[src/rtl/hbsp_pkg.sv]
// Package for the host-bus slave port: shared widths and lane indices.
// Assumes: exactly two access lanes (host write, host read).
package hbsp_pkg;
    localparam int DATA_W    = 8;
    localparam int NUM_LANES = 2;

    typedef enum int {
        LANE_WR = 0,
        LANE_RD = 1
    } lane_e;
endpackage

[src/rtl/hbsp_sync.sv]
// Multi-stage synchronizer for a bundle of asynchronous level inputs.
// Assumes: each bit is an independent level; the reset value is the inactive level.
module hbsp_sync #(
    parameter int           W       = 3,
    parameter int           STAGES  = 2,
    parameter logic [W-1:0] RST_VAL = '1
) (
    input  logic         clk,
    input  logic         rst_n,
    input  logic [W-1:0] d,
    output logic [W-1:0] q
);
    logic [W-1:0] stg [STAGES];

    for (genvar g = 0; g < STAGES; g++) begin : g_stage
        if (g == 0) begin : g_first
            // First stage samples the asynchronous inputs.
            always_ff @(posedge clk) begin
                if (!rst_n) stg[g] <= RST_VAL;
                else        stg[g] <= d;
            end
        end else begin : g_next
            // Later stages resolve metastability.
            always_ff @(posedge clk) begin
                if (!rst_n) stg[g] <= RST_VAL;
                else        stg[g] <= stg[g-1];
            end
        end
    end

    assign q = stg[STAGES-1];
endmodule

[src/rtl/hbsp_edge.sv]
// Rising-edge detector on active-high access terms, one lane per access kind.
// Assumes: inputs are already synchronous to clk; the output pulse lasts one cycle.
module hbsp_edge #(
    parameter int N = 2
) (
    input  logic         clk,
    input  logic         rst_n,
    input  logic [N-1:0] act,
    output logic [N-1:0] pulse
);
    logic [N-1:0] prev_q;

    // Remember the previous level of each access term.
    always_ff @(posedge clk) begin
        if (!rst_n) prev_q <= '0;
        else        prev_q <= act;
    end

    assign pulse = act & ~prev_q;
endmodule

[src/rtl/hbsp_regs.sv]
// Data latches and handshake flags of the host-bus slave port.
// Assumes: access pulses last one cycle; when a set and a clear land on the same edge, the set wins.
module hbsp_regs #(
    parameter int W = 8
) (
    input  logic         clk,
    input  logic         rst_n,
    input  logic         wr_pulse,
    input  logic         rd_pulse,
    input  logic [W-1:0] bus_in,
    input  logic         core_load,
    input  logic [W-1:0] core_wdata,
    input  logic         core_take,
    input  logic         irq_clr,
    input  logic         ovf_clr,
    output logic [W-1:0] in_latch,
    output logic [W-1:0] out_latch,
    output logic         in_full,
    output logic         out_full,
    output logic         overflow,
    output logic         irq
);
    // Capture the host byte on a recognized host write.
    always_ff @(posedge clk) begin
        if (!rst_n)        in_latch <= '0;
        else if (wr_pulse) in_latch <= bus_in;
    end

    // Hold the byte the core offers to the host.
    always_ff @(posedge clk) begin
        if (!rst_n)         out_latch <= '0;
        else if (core_load) out_latch <= core_wdata;
    end

    // Input-full: set by a host write, cleared when the core takes the byte.
    always_ff @(posedge clk) begin
        if (!rst_n)         in_full <= 1'b0;
        else if (wr_pulse)  in_full <= 1'b1;
        else if (core_take) in_full <= 1'b0;
    end

    // Output-full: set by a core load, cleared by a host read.
    always_ff @(posedge clk) begin
        if (!rst_n)         out_full <= 1'b0;
        else if (core_load) out_full <= 1'b1;
        else if (rd_pulse)  out_full <= 1'b0;
    end

    // Overflow: a host write arrives while the previous byte is still pending.
    always_ff @(posedge clk) begin
        if (!rst_n)                   overflow <= 1'b0;
        else if (wr_pulse && in_full) overflow <= 1'b1;
        else if (ovf_clr)             overflow <= 1'b0;
    end

    // Sticky interrupt on every host access, cleared only by the core.
    always_ff @(posedge clk) begin
        if (!rst_n)                    irq <= 1'b0;
        else if (wr_pulse || rd_pulse) irq <= 1'b1;
        else if (irq_clr)              irq <= 1'b0;
    end
endmodule

[src/rtl/hostbus_slave_port.sv]
// Top of the host-bus slave port: gates and synchronizes the host strobes,
// detects access edges, holds the latches and flags, and controls the pin driver.
// Assumes: bus_in is stable from the falling write strobe until the write is recognized.
module hostbus_slave_port
    import hbsp_pkg::*;
#(
    parameter int SYNC_STAGES = 2
) (
    input  logic              clk,
    input  logic              rst_n,
    input  logic              mode_en,
    input  logic              gp_oe,
    input  logic              cs_n,
    input  logic              rd_n,
    input  logic              wr_n,
    input  logic [DATA_W-1:0] bus_in,
    output logic [DATA_W-1:0] bus_out,
    output logic              bus_oe,
    input  logic              core_load,
    input  logic [DATA_W-1:0] core_wdata,
    input  logic              core_take,
    output logic [DATA_W-1:0] core_rdata,
    input  logic              irq_clr,
    input  logic              ovf_clr,
    output logic              in_full,
    output logic              out_full,
    output logic              overflow,
    output logic              irq
);
    logic [2:0]           gated;
    logic [2:0]           synced;
    logic                 s_cs_n, s_wr_n, s_rd_n;
    logic [NUM_LANES-1:0] act;
    logic [NUM_LANES-1:0] pulse;
    logic                 wr_pulse, rd_pulse;

    // Strobes reach the core only in slave mode; otherwise they look idle (high).
    assign gated = mode_en ? {cs_n, wr_n, rd_n} : 3'b111;

    hbsp_sync #(.W(3), .STAGES(SYNC_STAGES), .RST_VAL(3'b111)) u_sync (
        .clk  (clk),
        .rst_n(rst_n),
        .d    (gated),
        .q    (synced)
    );

    assign {s_cs_n, s_wr_n, s_rd_n} = synced;

    // Combined access terms per lane.
    always_comb begin
        act          = '0;
        act[LANE_WR] = mode_en & ~s_cs_n & ~s_wr_n;
        act[LANE_RD] = mode_en & ~s_cs_n & ~s_rd_n;
    end

    hbsp_edge #(.N(NUM_LANES)) u_edge (
        .clk  (clk),
        .rst_n(rst_n),
        .act  (act),
        .pulse(pulse)
    );

    assign wr_pulse = pulse[LANE_WR];
    assign rd_pulse = pulse[LANE_RD];

    hbsp_regs #(.W(DATA_W)) u_regs (
        .clk       (clk),
        .rst_n     (rst_n),
        .wr_pulse  (wr_pulse),
        .rd_pulse  (rd_pulse),
        .bus_in    (bus_in),
        .core_load (core_load),
        .core_wdata(core_wdata),
        .core_take (core_take),
        .irq_clr   (irq_clr),
        .ovf_clr   (ovf_clr),
        .in_latch  (core_rdata),
        .out_latch (bus_out),
        .in_full   (in_full),
        .out_full  (out_full),
        .overflow  (overflow),
        .irq       (irq)
    );

    // Pin driver: asynchronous read select in slave mode, core control otherwise.
    assign bus_oe = mode_en ? (~cs_n & ~rd_n) : gp_oe;
endmodule

[config.mk]
export PLATFORM = sky130hd
export DESIGN_NAME = hostbus_slave_port
export DESIGN_NICKNAME = d
export VERILOG_FILES = /design/src/rtl/hbsp_pkg.sv /design/src/rtl/hbsp_sync.sv /design/src/rtl/hbsp_edge.sv /design/src/rtl/hbsp_regs.sv /design/src/rtl/hostbus_slave_port.sv
export SDC_FILE = /design/constraint.sdc
export NUM_CORES = 1
export LEC_CHECK = 0
export BUFFER_PORTS_ARGS = -buffer_cell sky130_fd_sc_hd__buf_4
export CAP_MARGIN = 20
export CORE_MARGIN = 5
export CORE_UTILIZATION = 35
export CTS_CLUSTER_SIZE = 16
export DETAILED_ROUTE_END_ITERATION = 10
export MAX_ROUTING_LAYER = met4
export PLACE_DENSITY = 0.67
export SETUP_SLACK_MARGIN = 0.5
export SYNTH_ARGS = -nofsm -noshare
export SYNTH_HDL_FRONTEND = slang
export SYNTH_SLANG_ARGS = --single-unit
export TNS_END_PERCENT = 30
[constraint.sdc]
create_clock -name clk -period 3.3 [get_ports clk]
set_clock_uncertainty 0.15 [all_clocks]
set_input_delay 0.66 -clock clk [delete_from_list [all_inputs] [get_ports clk]]
set_output_delay 0.66 -clock clk [all_outputs]
set_load 0.02 [all_outputs]
==> impl_metrics.prom <==
# TYPE chip_impl_metric gauge
chip_impl_metric{name="nets",unit=""} 170
chip_impl_metric{name="postLayoutCellArea",unit="um^2"} 1411
chip_impl_info{name="synth.largest_area_cell",value="sky130_fd_sc_hd__dfxtp_1"} 1
chip_impl_metric{name="numPortBuffers",unit=""} 47
chip_impl_info{name="ranking_of_synthesized_cells_by_instance_count",value="sky130_fd_sc_hd__dfxtp_1 (28), sky130_fd_sc_hd__nand2_1 (17), sky130_fd_sc_hd__nor2b_1 (12)"} 1
chip_impl_metric{name="dr_total_vias",unit=""} 782
chip_impl_metric{name="ctsHtreeMaxLevel",unit=""} 1
chip_impl_metric{name="worstRegToRegCells",unit=""} 3
chip_impl_metric{name="gp_congestion",unit=""} 0.6786
chip_impl_info{name="critical_path_class",value="in -> out"} 1
chip_impl_info{name="synth_most_common_cell",value="sky130_fd_sc_hd__dfxtp_1"} 1
chip_impl_info{name="worstSetupEndpointType",value="output port"} 1
chip_impl_metric{name="maximum_number_of_pins_on_one_net_before_global_route_repair",unit=""} 25
chip_impl_metric{name="holdWs",unit="ns"} 0.2733
chip_impl_metric{name="ir_drop",unit="mV"} 0.2577
chip_impl_metric{name="layout-drive-gt1-share",unit="%"} 40.14
chip_impl_metric{name="antenna_violations_before_repair",unit=""} 0
chip_impl_metric{name="buffer_levels_on_the_longest_clock_path",unit=""} 2
chip_impl_metric{name="synth-edff-count",unit=""} 0
chip_impl_metric{name="start_util",unit="%"} 36.52
chip_impl_info{name="clk_root_buffer_cell",value="sky130_fd_sc_hd__clkbuf_4"} 1
chip_impl_metric{name="numPlacedInstances",unit=""} 169
chip_impl_info{name="worst_hold_path_type",value="reg -> reg"} 1
chip_impl_metric{name="fin_ws",unit="ns"} 1.244
chip_impl_metric{name="setup_tns",unit="ns"} 0
chip_impl_metric{name="clock_slew_at_reported_path_ffs",unit="ns"} 0.14
chip_impl_metric{name="final-max-slew-violation-count",unit=""} 0
chip_impl_info{name="ys.flop_type",value="sky130_fd_sc_hd__dfxtp_1"} 1
chip_impl_metric{name="antenna-diode-count",unit=""} 0
chip_impl_metric{name="design.portCount",unit=""} 48
chip_impl_metric{name="grt_pass1_wl",unit="um"} 3726
chip_impl_info{name="timing.critical_path.from",value="mode_en"} 1
chip_impl_metric{name="synth-seq-cells",unit=""} 28
chip_impl_metric{name="cts_repair_resize_count",unit=""} 0
chip_impl_info{name="hp-start",value="u_sync.stg[0][2]$_SDFF_PN1_"} 1
chip_impl_metric{name="cp.required",unit="ns"} 2.49
chip_impl_metric{name="worst_pin_slew",unit="ns"} 0.5484
chip_impl_metric{name="cts_setup_buffers",unit=""} 0
chip_impl_metric{name="tritoncts.num_buffers",unit=""} 3
chip_impl_metric{name="seqCellArea",unit="um^2"} 560.5
chip_impl_metric{name="drt-pass1-iter-count",unit=""} 2
chip_impl_metric{name="fp-row-count",unit=""} 19
chip_impl_metric{name="detailedRoute.firstIterationViolations",unit=""} 30
chip_impl_metric{name="reg2reg_setup_slack",unit="ns"} 1.77
chip_impl_metric{name="global_route.overflow_total",unit=""} 0
chip_impl_metric{name="grt.met1_usage",unit="%"} 13.46
chip_impl_info{name="dominant_cells_by_area_after_synthesis",value="sky130_fd_sc_hd__dfxtp_1 (56%), sky130_fd_sc_hd__mux2i_1 (8.0%), sky130_fd_sc_hd__nor2b_1 (7.5%)"} 1
chip_impl_metric{name="synthDistinctLibCells",unit=""} 20
chip_impl_metric{name="timing.max_cap.violations",unit=""} 0
chip_impl_info{name="tritoncts",value="done"} 1
chip_impl_metric{name="syn-mean-instance-area",unit="um^2"} 10.60
chip_impl_info{name="rsz0062_at_grt",value="false"} 1
chip_impl_metric{name="fmax",unit="MHz"} 486.4
chip_impl_metric{name="total_setup_violations_reported_at_the_end_of_the_flow",unit=""} 0
chip_impl_metric{name="core_area",unit="um^2"} 2758
chip_impl_metric{name="synth_sequential_area_ratio",unit="%"} 55.65
chip_impl_metric{name="hold_viol_final",unit=""} 0
chip_impl_info{name="crit-reg2reg-launch",value="u_sync.stg[1][2]$_SDFF_PN1_"} 1
chip_impl_metric{name="post-route-period-util",unit="%"} 62.31
chip_impl_metric{name="post-synth-top-area-fraction",unit="%"} 55.65
chip_impl_metric{name="routedWlPerCell",unit="um"} 11.87
chip_impl_metric{name="relative_slew_slack",unit="%"} 63.29
chip_impl_metric{name="final_cell_count_no_fill",unit=""} 173
chip_impl_metric{name="async_flop_share",unit="%"} 0
chip_impl_metric{name="ant_nets",unit=""} 0
chip_impl_metric{name="detail_route.vias_per_cell",unit=""} 4.520
chip_impl_metric{name="place_area",unit="um^2"} 1375
chip_impl_metric{name="route.final.wire_length",unit="um"} 2054
chip_impl_info{name="run_status",value="finished, final reports clean"} 1
chip_impl_metric{name="p_leak",unit="uW"} 0.0006168
chip_impl_metric{name="yosysWarnings",unit=""} 0
chip_impl_metric{name="grt_use_met3",unit="%"} 3.908
chip_impl_metric{name="die_w",unit="um"} 63.65
chip_impl_metric{name="floorplan.die.height",unit="um"} 63.65
chip_impl_metric{name="drc_errors",unit=""} 0
chip_impl_metric{name="grt_use_met2",unit="%"} 18.27
chip_impl_info{name="crit_path_end",value="bus_oe"} 1
chip_impl_metric{name="die_area",unit="um^2"} 4051
chip_impl_info{name="globalRoute.busiestLayer",value="met2"} 1
chip_impl_metric{name="syn_inst",unit=""} 95
chip_impl_metric{name="global_route.usage.total",unit="%"} 11.48
chip_impl_info{name="timing.critical_path.from_type",value="input port"} 1
chip_impl_metric{name="crit_path_max_fanout",unit=""} 5
chip_impl_metric{name="area_used_by_multi_input_combinational_logic",unit="um^2"} 422.9
chip_impl_metric{name="syn_nets",unit=""} 122
chip_impl_metric{name="power_density_relative_to_cell_area",unit="nW/um^2"} 412.8
chip_impl_metric{name="timing.final.crit_period",unit="ns"} 2.056
chip_impl_metric{name="syn_to_final_growth",unit="%"} 40.12
chip_impl_metric{name="post-place-ws",unit="ns"} 1.247
chip_impl_metric{name="cts.sinks",unit=""} 28
chip_impl_metric{name="worstSkewPairLatency",unit="ns"} 0.31
chip_impl_metric{name="syn-cell-area",unit="um^2"} 1007
chip_impl_metric{name="holdBufCountCts",unit=""} 0
chip_impl_metric{name="grt_pass1_vias",unit=""} 822
chip_impl_metric{name="num-fill-cells",unit=""} 270
chip_impl_info{name="crit-reg2reg-capture",value="u_regs.in_latch[1]$_SDFFE_PN0P_"} 1
chip_impl_metric{name="worst_ep_arrival_time",unit="ns"} 1.25
final cells by class:
class	instances	share of cell area, %
sequential	28	39.72
tap	31	2.748
multi-input combinational	63	29.96
clock buffer	4	2.571
timing repair buffer	47	25.00
worst max-delay path, cell delays in order:
cell	delay [ns]
sky130_fd_sc_hd__buf_4	0.11
sky130_fd_sc_hd__mux2_2	0.32
sky130_fd_sc_hd__buf_4	0.15
report_power, final:
part	leakage, uW	internal [uW]	switching (uW)
clock network	0.0000210	67.4	93.2
registers	0.000228	347	4.59
logic	0.000367	42.0	28.2
flip-flops by register name (all words and copies together) (netlist names):
name,count
u_sync.stg,6
u_regs.in_latch,8
u_regs.irq,1
u_regs.in_full,1
u_edge.prev_q,2
u_regs.out_latch,8
u_regs.out_full,1
u_regs.overflow,1
layer usage:
metal,routed length (um),part of all wire [%]
met1,857,42
met2,1039,51
met3,131,6.4
met4,25,1.2
met5,0,0
through the flow:
| step | total power, uW | util, % |
|---|---|---|
| after floorplan | 390.8 | - |
| after global placement | 429.2 | 49.86 |
| after detailed placement | 431.1 | 49.86 |
| after CTS | 590.4 | 51.18 |
| after global routing | 613.4 | 51.18 |
| final | 582.6 | 51.18 |
worst min path at each step:
| stage | end | slack [ns] | cells after the start |
|---|---|---|---|
| 3_3_place_gp | u_sync.stg[1][2]$_SDFF_PN1_ | 0.24 | 1 |
| 5_1_grt | u_sync.stg[1][2]$_SDFF_PN1_ | 0.29 | 1 |
| 4_1_cts | u_sync.stg[1][2]$_SDFF_PN1_ | 0.27 | 1 |
| 2_1_floorplan | u_sync.stg[1][0]$_SDFF_PN1_ | 0.24 | 1 |
| 3_5_place_dp | u_sync.stg[1][2]$_SDFF_PN1_ | 0.24 | 1 |
| 6_report | u_sync.stg[1][2]$_SDFF_PN1_ | 0.27 | 1 |
cell families after synthesis:
| kind of cell | count (synthesis) | share of synthesized area (%) |
|---|---|---|
| compound gates | 12 | 9.193 |
| buf+inv | 4 | 2.360 |
| flops | 28 | 55.65 |
| mux | 9 | 9.069 |
| simple gates | 42 | 23.73 |
placed cells by master, fill, tap and decap left out, drive strengths merged:
master | synthesis | routed
a21boi | 9 | 9
a21oi | 1 | 1
buf | 2 | 47
clkbuf | 2 | 4
dfxtp | 28 | 28
mux2 | 1 | 1
mux2i | 8 | 8
nand2 | 17 | 17
nand2b | 4 | 4
nor2 | 1 | 1
nor2b | 12 | 12
nor3 | 2 | 2
nor4b | 2 | 2
o21a | 1 | 1
o31a | 1 | 1
or2 | 3 | 3
or4b | 1 | 1
Power figures use the tool's default switching activity.
